**src/rtl/dma_setup_pkg.sv**
```systemverilog
package dma_setup_pkg;
  typedef enum logic [1:0] {
    SZ_BYTE = 2'b00,
    SZ_WORD = 2'b01,
    SZ_LONG = 2'b10,
    SZ_RSVD = 2'b11
  } acc_size_e;
endpackage

```
**src/rtl/dma_addr_reg.sv**
```systemverilog
module dma_addr_reg #(
  parameter int ADDR_W  = 22,
  parameter int LO_BITS = 8,
  parameter int SEL_BIT = 14
) (
  input  logic                clk,
  input  logic                rst_n,
  input  logic [SEL_BIT:1]    wr_addr,
  input  logic                adr_wr,
  input  logic                xfer_stb,
  output logic [ADDR_W-1:0]   dma_addr
);
  localparam int WORD_W = ADDR_W - 1;
  localparam int HI_W   = WORD_W - LO_BITS;
  localparam logic [WORD_W-1:0] WORD_ONE = {{(WORD_W-1){1'b0}}, 1'b1};

  logic [WORD_W-1:0] word_q;

  always_ff @(posedge clk) begin
    if (!rst_n) begin
      word_q <= '0;
    end else if (adr_wr) begin
      if (wr_addr[SEL_BIT]) word_q[WORD_W-1:LO_BITS] <= wr_addr[HI_W:1];
      else                  word_q[LO_BITS-1:0]      <= wr_addr[LO_BITS:1];
    end else if (xfer_stb) begin
      word_q <= word_q + WORD_ONE;
    end
  end

  assign dma_addr = {word_q, 1'b0};


  hi_load_chk: assert property (@(posedge clk) disable iff (!rst_n)
    adr_wr && wr_addr[SEL_BIT] |=>
      dma_addr[ADDR_W-1:LO_BITS+1] == $past(wr_addr[HI_W:1]) &&
      dma_addr[LO_BITS:1] == $past(dma_addr[LO_BITS:1]));


  lo_load_chk: assert property (@(posedge clk) disable iff (!rst_n)
    adr_wr && !wr_addr[SEL_BIT] |=>
      dma_addr[LO_BITS:1] == $past(wr_addr[LO_BITS:1]) &&
      dma_addr[ADDR_W-1:LO_BITS+1] == $past(dma_addr[ADDR_W-1:LO_BITS+1]));


  addr_step_chk: assert property (@(posedge clk) disable iff (!rst_n)
    xfer_stb && !adr_wr |=> dma_addr == $past(dma_addr) + ADDR_W'(2));
endmodule

```
**src/rtl/dma_count_reg.sv**
```systemverilog
module dma_count_reg
  import dma_setup_pkg::*;
#(
  parameter int CNT_W = 14
) (
  input  logic              clk,
  input  logic              rst_n,
  input  logic [CNT_W+1:0]  wr_data,
  input  logic [1:0]        wr_size,
  input  logic              cnt_wr,
  input  logic              cnt_rd,
  input  logic [1:0]        rd_size,
  input  logic              xfer_stb,
  output logic [CNT_W+1:0]  rd_data,
  output logic              size_err,
  output logic [CNT_W-1:0]  dma_count,
  output logic              dma_dir,
  output logic              dma_en
);
  localparam logic [CNT_W-1:0] CNT_ONE = {{(CNT_W-1){1'b0}}, 1'b1};

  logic bad_wr, bad_rd;
  assign bad_wr = cnt_wr && (wr_size != SZ_WORD);
  assign bad_rd = cnt_rd && (rd_size != SZ_WORD);

  always_ff @(posedge clk) begin
    if (!rst_n) begin
      dma_count <= '0;
      dma_dir   <= 1'b0;
      dma_en    <= 1'b0;
      size_err  <= 1'b0;
    end else begin
      size_err <= bad_wr || bad_rd;
      if (cnt_wr) begin
        dma_count <= wr_data[CNT_W-1:0] + CNT_ONE;
        dma_dir   <= wr_data[CNT_W];
        dma_en    <= wr_data[CNT_W+1];
      end else if (xfer_stb) begin
        dma_count <= dma_count + CNT_ONE;
      end
    end
  end

  assign rd_data = cnt_rd ? {2'b11, dma_count} : '0;


  cnt_load_chk: assert property (@(posedge clk) disable iff (!rst_n)
    cnt_wr |=> dma_count == $past(wr_data[CNT_W-1:0]) + CNT_ONE &&
               dma_en == $past(wr_data[CNT_W+1]));


  size_flag_chk: assert property (@(posedge clk) disable iff (!rst_n)
    (cnt_wr && wr_size != SZ_WORD) || (cnt_rd && rd_size != SZ_WORD) |=> size_err);


  flags_hold_chk: assert property (@(posedge clk) disable iff (!rst_n)
    !cnt_wr |=> $stable(dma_en) && $stable(dma_dir));


  cnt_step_chk: assert property (@(posedge clk) disable iff (!rst_n)
    xfer_stb && !cnt_wr |=> dma_count == $past(dma_count) + CNT_ONE);
endmodule

```
**src/rtl/dma_setup_regs.sv**
```systemverilog
module dma_setup_regs #(
  parameter int ADDR_W  = 22,
  parameter int LO_BITS = 8,
  parameter int SEL_BIT = 14,
  parameter int CNT_W   = 14
) (
  input  logic                clk,
  input  logic                rst_n,
  input  logic [SEL_BIT:1]    wr_addr,
  input  logic [CNT_W+1:0]    wr_data,
  input  logic [1:0]          wr_size,
  input  logic                adr_wr,
  input  logic                cnt_wr,
  input  logic                cnt_rd,
  input  logic [1:0]          rd_size,
  output logic [CNT_W+1:0]    rd_data,
  output logic                size_err,
  input  logic                xfer_stb,
  output logic [ADDR_W-1:0]   dma_addr,
  output logic [CNT_W-1:0]    dma_count,
  output logic                dma_dir,
  output logic                dma_en
);
  dma_addr_reg #(
    .ADDR_W (ADDR_W),
    .LO_BITS(LO_BITS),
    .SEL_BIT(SEL_BIT)
  ) u_addr (
    .clk     (clk),
    .rst_n   (rst_n),
    .wr_addr (wr_addr),
    .adr_wr  (adr_wr),
    .xfer_stb(xfer_stb),
    .dma_addr(dma_addr)
  );

  dma_count_reg #(
    .CNT_W(CNT_W)
  ) u_count (
    .clk      (clk),
    .rst_n    (rst_n),
    .wr_data  (wr_data),
    .wr_size  (wr_size),
    .cnt_wr   (cnt_wr),
    .cnt_rd   (cnt_rd),
    .rd_size  (rd_size),
    .xfer_stb (xfer_stb),
    .rd_data  (rd_data),
    .size_err (size_err),
    .dma_count(dma_count),
    .dma_dir  (dma_dir),
    .dma_en   (dma_en)
  );
endmodule

```
**config.mk**
```make
export PLATFORM = sky130hd
export DESIGN_NAME = dma_setup_regs
export DESIGN_NICKNAME = d
export VERILOG_FILES = /design/src/rtl/dma_setup_pkg.sv /design/src/rtl/dma_addr_reg.sv /design/src/rtl/dma_count_reg.sv /design/src/rtl/dma_setup_regs.sv
export SDC_FILE = /design/constraint.sdc
export NUM_CORES = 1
export LEC_CHECK = 0
export BUFFER_PORTS_ARGS = -buffer_cell sky130_fd_sc_hd__buf_2
export CORE_AREA = 8 8 72 105
export DETAILED_ROUTE_END_ITERATION = 6
export DIE_AREA = 0 0 80 113
export GPL_ROUTABILITY_DRIVEN = 0
export MAX_ROUTING_LAYER = met4
export PLACE_DENSITY = 0.75
export SYNTH_ARGS = -nofsm -noshare
export SYNTH_HDL_FRONTEND = slang
export SYNTH_SLANG_ARGS = --single-unit
```
**constraint.sdc**
```tcl
create_clock -name clk -period 2.7 [get_ports clk]
set_input_delay 0.81 -clock clk [delete_from_list [all_inputs] [get_ports clk]]
set_output_delay 0.81 -clock clk [all_outputs]
set_load 0.05 [all_outputs]
```
==> flow_metrics.tcl, run 1 <==
set metrics [dict create \
    dieArea_sq_um 9040 \
    slew_viol_final 0 \
    worst-slew-pin-transition_ns 0.536 \
    p_comb_share_pct 30.6 \
    initial_core_util_pct 43.7 \
    seqPwrFrac_pct 43.5 \
    hpwl_mm 6.19 \
    intPower_mw 0.910 \
    synthCells 332 \
    largest_reg_flops 21 \
    synthArstFlopShare_pct 0 \
    core-area_sq_um 6040 \
    num_rows 35 \
    ir_worst_vdd_mv 0.227 \
    synth_nets 374 \
    multi_input_area_sq_um 1740 \
    arrival_ns 1.48 \
    cp-end-kind "output port" \
    worstSetupStartpointType "input pin" \
    drt_wl_total_mm 7.90 \
    status "finished clean" \
    syn-cell-area_sq_um 2640 \
    port_buffers 93 \
    fin_skew_ns 0.00707 \
    antenna_found_initial 0 \
    drt_iter0_drc 149 \
    grt_pass1_vias 2865 \
    hold_buffers 0 \
    postLayoutCellArea_sq_um 3240 \
    die_x_um 80 \
    period_minus_slack_ns 2.29 \
    ys.flop_type "dfxtp_1" \
    final_cell_mix "93 x buf_2, 38 x dfxtp_1, 31 x nand2_1" \
    max-cap-violations 0 \
    cp_slowest_cell "buf_2" \
    grt_usage_pct 18.0 \
    synth_edf_count 0 \
    crit_type "input pin to output port" \
    num_vias 2813 \
    regArea_sq_um 761 \
    clkPwrFrac_pct 25.9 \
    setup-violations-final 0 \
    ant_nets 0 \
    grt_first_pass_wirelength_mm 13.2 \
    cp_slowest_stage_delay_ns 0.26 \
    io-pin-count 95 \
    placed_area_sq_um 3160 \
    cts.path.max_buffers 2 \
    rsz0062_at_grt "false" \
    fin_crit_sh_pct 84.9 \
    ys_seq_elements 38 \
    cp_common_cell "buf_2" \
    nFillCells 619 \
    path_clk_slew_ns 0.07 \
    crit_required_ns 1.89 \
    post-cts-setup-buffers 0 \
    cts-resized-gates 0 \
    root_buffer "clkbuf_8" \
    final_nets 462 \
    via_per_inst 5.69 \
    synth_area_per_cell_sq_um 7.96 \
    path_cells "buf_2, and2_1, buf_2" \
    slew_headroom_pct 63.9 \
    crit_buf_inv 2 \
    cts_made_buffers 5 \
    p_sw_mw 0.584 \
    swShare_pct 39.1 \
    routedWlPerCell_um 16.0 \
    leakage_nw 1.53 \
    grt_max_degree 22 \
    crit_fanout 17 \
    synthToLayoutAreaGrowth_pct 22.7 \
    dr.pass1.iters 4 \
    synth.distinct_cells 57 \
    yosysSeqAreaShare_pct 28.8 \
    yosysWarningCount 0 \
    grt_overflow 0 \
    die_h_um 113 \
    n_antenna_cell 0 \
    drive_above_1_share_pct 30.7 \
    cts_tree "built" \
    insertion_delay_ns 0.30 \
    final_hold_viol_count 0 \
    powerDensity_nw_per_um2 461 \
    drc 0 \
    holdCritPathClass "register to register" \
    clkSinkCount 38 \
    layout_commonest_cell "buf_2" \
    path_delay_family "buffers and inverters" \
    final.setup.tns_ns 0 \
    clock.fmax_ghz 0.436 \
    cts_max_level 2 \
]
-- path summary, 6_finish.rpt --
kind | depth (start not counted) | start | slack (ns) | endpoint
max | 3 | cnt_rd | 0.41 | rd_data[0]
min | 2 | u_count.dma_dir | 0.49 | u_count.dma_dir
max reg2reg | 6 | u_addr.word_q[0] | 0.68 | u_addr.word_q[16]
min reg2reg | 2 | u_count.dma_dir | 0.49 | u_count.dma_dir
-- per-layer routing --
metal  share of wire [%]  track usage [%]
met1                  40             19.0
met2                  54             32.3
met3                 4.5             3.33
met4                 1.7             5.85
met5                   0                -
-- logic make-up (layout without fill, tap and decap cells) --
logic type      after synthesis  count (layout)  share of synthesized area, %
flops                        38              38                          28.8
mux                          12              12                          4.73
compound gates               92              92                          24.2
buf+inv                      32             120                          5.54
simple gates                135             135                          29.0
other cells                   1               1                         0.142
xor+xnor                     20              20                          6.63
fa+ha+maj                     2               2                         0.947
-- layout make-up --
| class | count | area share, % |
|---|---|---|
| Clock buffer | 5 | 2.12 |
| Multi-Input combinational cell | 262 | 53.5 |
| Inverter | 11 | 1.27 |
| Sequential cell | 38 | 23.5 |
| Clock inverter | 2 | 0.309 |
| Tap cell | 74 | 2.86 |
| Timing Repair Buffer | 102 | 16.4 |
-- power groups by stage --
stage | registers (mW) | clock network [mW] | logic, mW
after global placement | 0.662 | 0 | 0.454
final | 0.650 | 0.387 | 0.457
after floorplan | 0.781 | 0 | 0.207
after global routing | 0.656 | 0.417 | 0.491
after CTS | 0.650 | 0.395 | 0.460
after detailed placement | 0.663 | 0 | 0.459
-- worst reg2reg max path: stages, from the launching register on --
cell and delay [ns]:
dfxtp_1 0.49, ha_1 0.25, nand3_1 0.23, nor4_4 0.48, a21o_1 0.18, a21oi_1 0.06, a311oi_1 0.24
-- synthesized netlist by cell type (all sizes together) (2+ instances only) --
library cell,count,share of area [%]
o22ai,4,1.2
a22oi,5,1.6
xnor2,9,3.0
nor4,2,1.6
clkbuf,12,1.7
and3,4,0.95
nand3,18,3.4
o31ai,3,0.85
a41o,2,0.76
ha,2,0.95
nand4b,3,1.6
nand4,15,4.4
o211a,3,1.1
a311oi,4,1.3
and2,18,4.3
a21oi,22,4.2
xor2,11,3.6
or3,3,0.71
mux2,4,1.7
dfxtp,38,29
mux2i,8,3.0
a211oi,7,2.2
nand3b,2,0.57
a22o,2,0.66
a31oi,7,1.7
buf,9,2.3
o21ai,18,3.4
nand2b,5,1.2
nor3,6,1.6
a31o,2,0.66
nor2,25,3.6
o221a,5,2.1
nand2,31,4.4
inv,11,1.6
-- per-stage QoR --
stage | total power, mW | setup slack, ns | utilization, % | hold WS [ns] | std cells
floorplan | 0.989 | 0.0664 | - | 0.721 | 332
global placement | 1.12 | 0.306 | 52.3 | 0.474 | 487
detailed placement | 1.12 | 0.261 | 52.3 | 0.481 | 487
CTS | 1.51 | 0.384 | 53.6 | 0.499 | 494
global route | 1.56 | 0.347 | 53.6 | 0.531 | 494
finish | 1.49 | 0.407 | 53.6 | 0.493 | 494
(Power assumes the default switching activity.)
==> run 2: changes to the inputs <==
- clock period: 2.7 -> 1.9 ns (I/O delays scaled with it)
==> run 2 against run 1 <==
Compared with the run above: highest routed layer unchanged; sequential share of layout area is 1.8 points lower; critical endpoint is now rd_data[2]; total power is 49% higher; utilization rose by 5.0 points; sequential power increased by 42%; clock power up 54%.
==> flow_metrics.tcl, run 2 (synthesized netlist as in run 1, its figures left out) <==
set metrics [dict create \
    grt_max_degree 37 \
    fin_crit_sh_pct 93.0 \
    p_comb_share_pct 31.7 \
    final.setup.tns_ns 0 \
    powerDensity_nw_per_um2 627 \
    finalWorstSetupSlack_ns 0.132 \
    swShare_pct 37.9 \
    max-cap-violations 0 \
    final_util_pct 58.7 \
    drive_above_1_share_pct 37.3 \
    drc 0 \
    whs_ns 0.502 \
    ant_nets 0 \
    root_buffer "clkbuf_8" \
    status "finished clean" \
    clkSinkCount 38 \
    drt_wl_total_mm 8.22 \
    die_h_um 113 \
    grt_overflow 0 \
    drt_iter0_drc 82 \
    worstHoldEndpoint "u_count.dma_en" \
    grt_pass1_vias 3034 \
    fin_skew_ns 0.00606 \
    dr.pass1.iters 4 \
    regToRegSetupSlack_ns 0.16 \
    seqPwrFrac_pct 41.4 \
    routedWlPerCell_um 15.7 \
    n_antenna_cell 0 \
    cts.path.max_buffers 2 \
    place_ws_ns -0.215 \
    arrival_ns 1.20 \
    r2r_cells 7 \
    intPower_mw 1.38 \
    grt_usage_pct 19.0 \
    dieArea_sq_um 9040 \
    crit_required_ns 1.33 \
    hold_buffers 0 \
    setup-violations-final 0 \
    hold_depth 2 \
    rsz0062_at_grt "false" \
    largest_reg_flops 21 \
    final_cell_mix "92 x buf_2, 38 x buf_4, 32 x dfxtp_1" \
    clkPwrFrac_pct 26.8 \
    r2r-end "u_addr.word_q[18]" \
    total_power_mw 2.22 \
    worstSetupStartpointType "input pin" \
    ir_worst_vdd_mv 0.362 \
    period_minus_slack_ns 1.77 \
    cts_made_buffers 5 \
    hpwl_mm 6.44 \
    final_nets 491 \
    synthToLayoutAreaGrowth_pct 34.2 \
    cp-end-kind "output port" \
    leakage_nw 1.70 \
    final_hold_viol_count 0 \
    io-pin-count 95 \
    cts_max_level 2 \
    num_vias 2936 \
    hp-start "u_count.dma_en" \
    antenna_found_initial 0 \
    port_buffers 93 \
    insertion_delay_ns 0.29 \
    crit_fanout 17 \
    r2r_start "u_addr.word_q[1]" \
    initial_core_util_pct 43.7 \
    clock.fmax_ghz 0.566 \
    layout_commonest_cell "buf_2" \
    grt_first_pass_wirelength_mm 13.8 \
    path_clk_slew_ns 0.08 \
    slew_viol_final 0 \
    crit_type "input pin to output port" \
    cts_tree "built" \
    core-area_sq_um 6040 \
    holdCritPathClass "register to register" \
    via_per_inst 5.60 \
    num_rows 35 \
    die_x_um 80 \
    nFillCells 582 \
    p_sw_mw 0.843 \
]
run 2: cell types whose count changed in the layout (fill, tap and decap cells not counted), moves of 2 or more:
cell,change
mux2_4,+2
buf_4,+29
dfxtp_1,-6
dfxtp_2,+6
mux2_2,-2
run 2: through the flow:
| step | cell area, sq um | instances |
|---|---|---|
| after global placement | 3430 | 515 |
| after detailed placement | 3430 | 515 |
| final | 3550 | 524 |
| after floorplan | 2710 | 332 |
| after global routing | 3550 | 524 |
| after CTS | 3520 | 523 |
run 2: how the worst max path moves through the flow:
| stage | start | to |
|---|---|---|
| 3_3_place_gp | cnt_wr | u_count.dma_count[10] |
| 3_5_place_dp | cnt_wr | u_count.dma_count[7] |
| 2_1_floorplan | cnt_wr | u_count.dma_count[12] |
| 4_1_cts | u_addr.word_q[1] | u_addr.word_q[18] |
| 6_report | cnt_rd | rd_data[2] |
| 5_1_grt | cnt_wr | u_count.dma_count[7] |
run 2: critical path, stage by stage:
cell and delay [ns]:
buf_2 0.21, and2_1 0.15, buf_2 0.26
run 2: cell type report:
type	instances	area (sq um)	share of cell area (%)
multi-input cells	262	1790	50.4
flip-flops and latches	38	768	21.7
repair buffers	131	766	21.6
well taps	74	92.6	2.61
clock buffers	7	86.3	2.43
inverters	11	41.3	1.16
clock inverters	1	5.00	0.141
run 2: timing repair:
item                       CTS  global route
buffers inserted             0             1
setup endpoints to repair    0             8
resized for setup            0             4
run 2: power groups by stage:
stage | logic [mW] | clock network [mW] | registers, mW
final | 0.706 | 0.596 | 0.920
after global routing | 0.756 | 0.646 | 0.931
after CTS | 0.708 | 0.624 | 0.920
after detailed placement | 0.706 | 0 | 0.938
after global placement | 0.699 | 0 | 0.935
after floorplan | 0.311 | 0 | 1.11
run 2: routing by layer:
layer	GRT usage (%)	part of all wire (%)	vias to the layer above	wire length [um]
met4	9.27	2.5	0	208
met5	-	0	-	0
li1	-	-	1448	-
met1	18.8	38	1371	3100
met2	33.9	53	99	4370
met3	3.81	6.6	18	540
==> run 3: changes to the inputs <==
- PLACE_DENSITY: 0.75 -> not set
- PLACE_DENSITY_LB_ADDON: not set -> 0.12
==> run 3 against run 2 <==
Compared with the run above: clock skew is 0.0026 ns higher; first-iteration DRC count increased by 41%; via count increased by 1.6%; sequential power fell by 0.4%; die area did not move; critical endpoint is now rd_data[1].
==> flow_metrics.tcl, run 3 (synthesized netlist as in run 1, its figures left out) <==
set metrics [dict create \
    status "finished clean" \
    synthToLayoutAreaGrowth_pct 34.0 \
    cp-end-kind "output port" \
    holdCritPathClass "register to register" \
    swShare_pct 38.1 \
    seqPwrFrac_pct 42.0 \
    r2r_cells 7 \
    insertion_delay_ns 0.29 \
    routedWlPerCell_um 16.3 \
    clkPwrFrac_pct 24.7 \
    max-cap-violations 0 \
    n_antenna_cell 0 \
    final_util_pct 58.6 \
    via_per_inst 5.70 \
    root_buffer "clkbuf_8" \
    drt_wl_total_mm 8.51 \
    cp_common_cell "buf_2" \
    r2r_start "u_addr.word_q[0]" \
    num_vias 2983 \
    path_cells "buf_2, and2_1, buf_2" \
    grt_first_pass_wirelength_mm 13.9 \
    period_minus_slack_ns 1.80 \
    drive_above_1_share_pct 36.7 \
    final_hold_viol_count 0 \
    clkSinkCount 38 \
    dp.cells 516 \
    grt_usage_pct 19.3 \
    drc 0 \
    intPower_mw 1.35 \
    rsz0062_at_grt "false" \
    io-pin-count 95 \
    cp_num_cells 3 \
    ant_nets 0 \
    cp_slowest_cell "buf_2" \
    core-area_sq_um 6040 \
    largest_reg_flops 21 \
    cts_max_level 2 \
    final_cell_mix "93 x buf_2, 35 x buf_4, 32 x dfxtp_1" \
    leakage_nw 1.69 \
    endpoint "rd_data[1]" \
    crit_fanout 17 \
    postLayoutCellArea_sq_um 3540 \
    worstSetupStartpointType "input pin" \
    layout_commonest_cell "buf_2" \
    die_x_um 80 \
    r2r-end "u_addr.word_q[16]" \
    hold_buffers 0 \
    port_buffers 93 \
    grt_overflow 0 \
    regToRegSetupSlack_ns 0.13 \
    fin_crit_sh_pct 94.6 \
    final_nets 491 \
    path_clk_slew_ns 0.07 \
    initial_core_util_pct 43.7 \
    ir_worst_vdd_mv 0.312 \
    fin_cells 523 \
    crit_type "input pin to output port" \
    num_rows 35 \
    powerDensity_nw_per_um2 616 \
    fin_skew_ns 0.00870 \
    crit_start "cnt_rd" \
    grt_pass1_vias 3001 \
    setup-violations-final 0 \
    hpwl_mm 6.73 \
    crit_required_ns 1.33 \
    crit_buf_inv 2 \
    dieArea_sq_um 9040 \
    grt_max_degree 23 \
    p_comb_share_pct 33.3 \
    cts_tree "built" \
    path_delay_family "buffers and inverters" \
    cts_made_buffers 5 \
    cts.path.max_buffers 2 \
    finalWorstSetupSlack_ns 0.104 \
    antenna_found_initial 0 \
    die_h_um 113 \
    p_sw_mw 0.831 \
    place_ws_ns -0.153 \
    slew_viol_final 0 \
    drt_iter0_drc 116 \
    clock.fmax_ghz 0.557 \
    arrival_ns 1.23 \
    placed_area_sq_um 3460 \
    post-cts-setup-buffers 0 \
    dr.pass1.iters 5 \
    cp_slowest_stage_delay_ns 0.26 \
    cts-resized-gates 0 \
]
## run 3: changes by cell type in the layout (fill, tap and decap cells not counted), sizes merged
cell,previous run,this run
clkinv,1,0
## run 3: power by group through the flow
stage / clock network (mW) / logic (mW) / registers (mW)
global route: 0.596 / 0.778 / 0.925
detailed placement: 0 / 0.731 / 0.934
finish: 0.539 / 0.727 / 0.916
floorplan: 0 / 0.311 / 1.11
global placement: 0 / 0.723 / 0.932
CTS: 0.562 / 0.733 / 0.915
## run 3: layout make-up
type	count	area [sq um]
clock buffers	7	76.3
fillers	574	2500
inverters	11	41.3
multi-input cells	262	1770
flip-flops and latches	38	768
well taps	74	92.6
repair buffers	131	788
## run 3: worst min-delay path by stage
stage	cells past startpoint	startpoint	to	slack, ns
after global placement	2	u_count.dma_en	u_count.dma_en	0.47
after detailed placement	2	u_count.dma_dir	u_count.dma_dir	0.48
after floorplan	2	u_addr.word_q[7]	u_addr.word_q[7]	0.61
after global routing	3	wr_addr[12]	u_addr.word_q[19]	0.53
after CTS	2	u_count.dma_dir	u_count.dma_dir	0.49
final	2	u_count.dma_dir	u_count.dma_dir	0.49
## run 3: through the flow
| step | power [mW] | hold WS, ns | setup TNS (ns) |
|---|---|---|---|
| 2_1_floorplan | 1.42 | 0.610 | -0.988 |
| 3_3_place_gp | 1.66 | 0.472 | -0.523 |
| 3_5_place_dp | 1.67 | 0.478 | -0.880 |
| 4_1_cts | 2.21 | 0.495 | 0 |
| 5_1_grt | 2.30 | 0.528 | 0 |
| 6_report | 2.18 | 0.489 | 0 |
## run 3: layer usage
metal / global-route usage (%) / part of all wire, % / up-vias
li1: - / - / 1453
met1: 19.0 / 37 / 1413
met2: 35.4 / 55 / 100
met3: 3.41 / 5.3 / 17
met4: 8.17 / 2.4 / 0
met5: - / 0 / -
## run 3: tightest hold or removal path, stage by stage (launching register included)
cell and delay [ns]:
dfxtp_1 0.32, mux2i_1 0.06, nor2_1 0.07
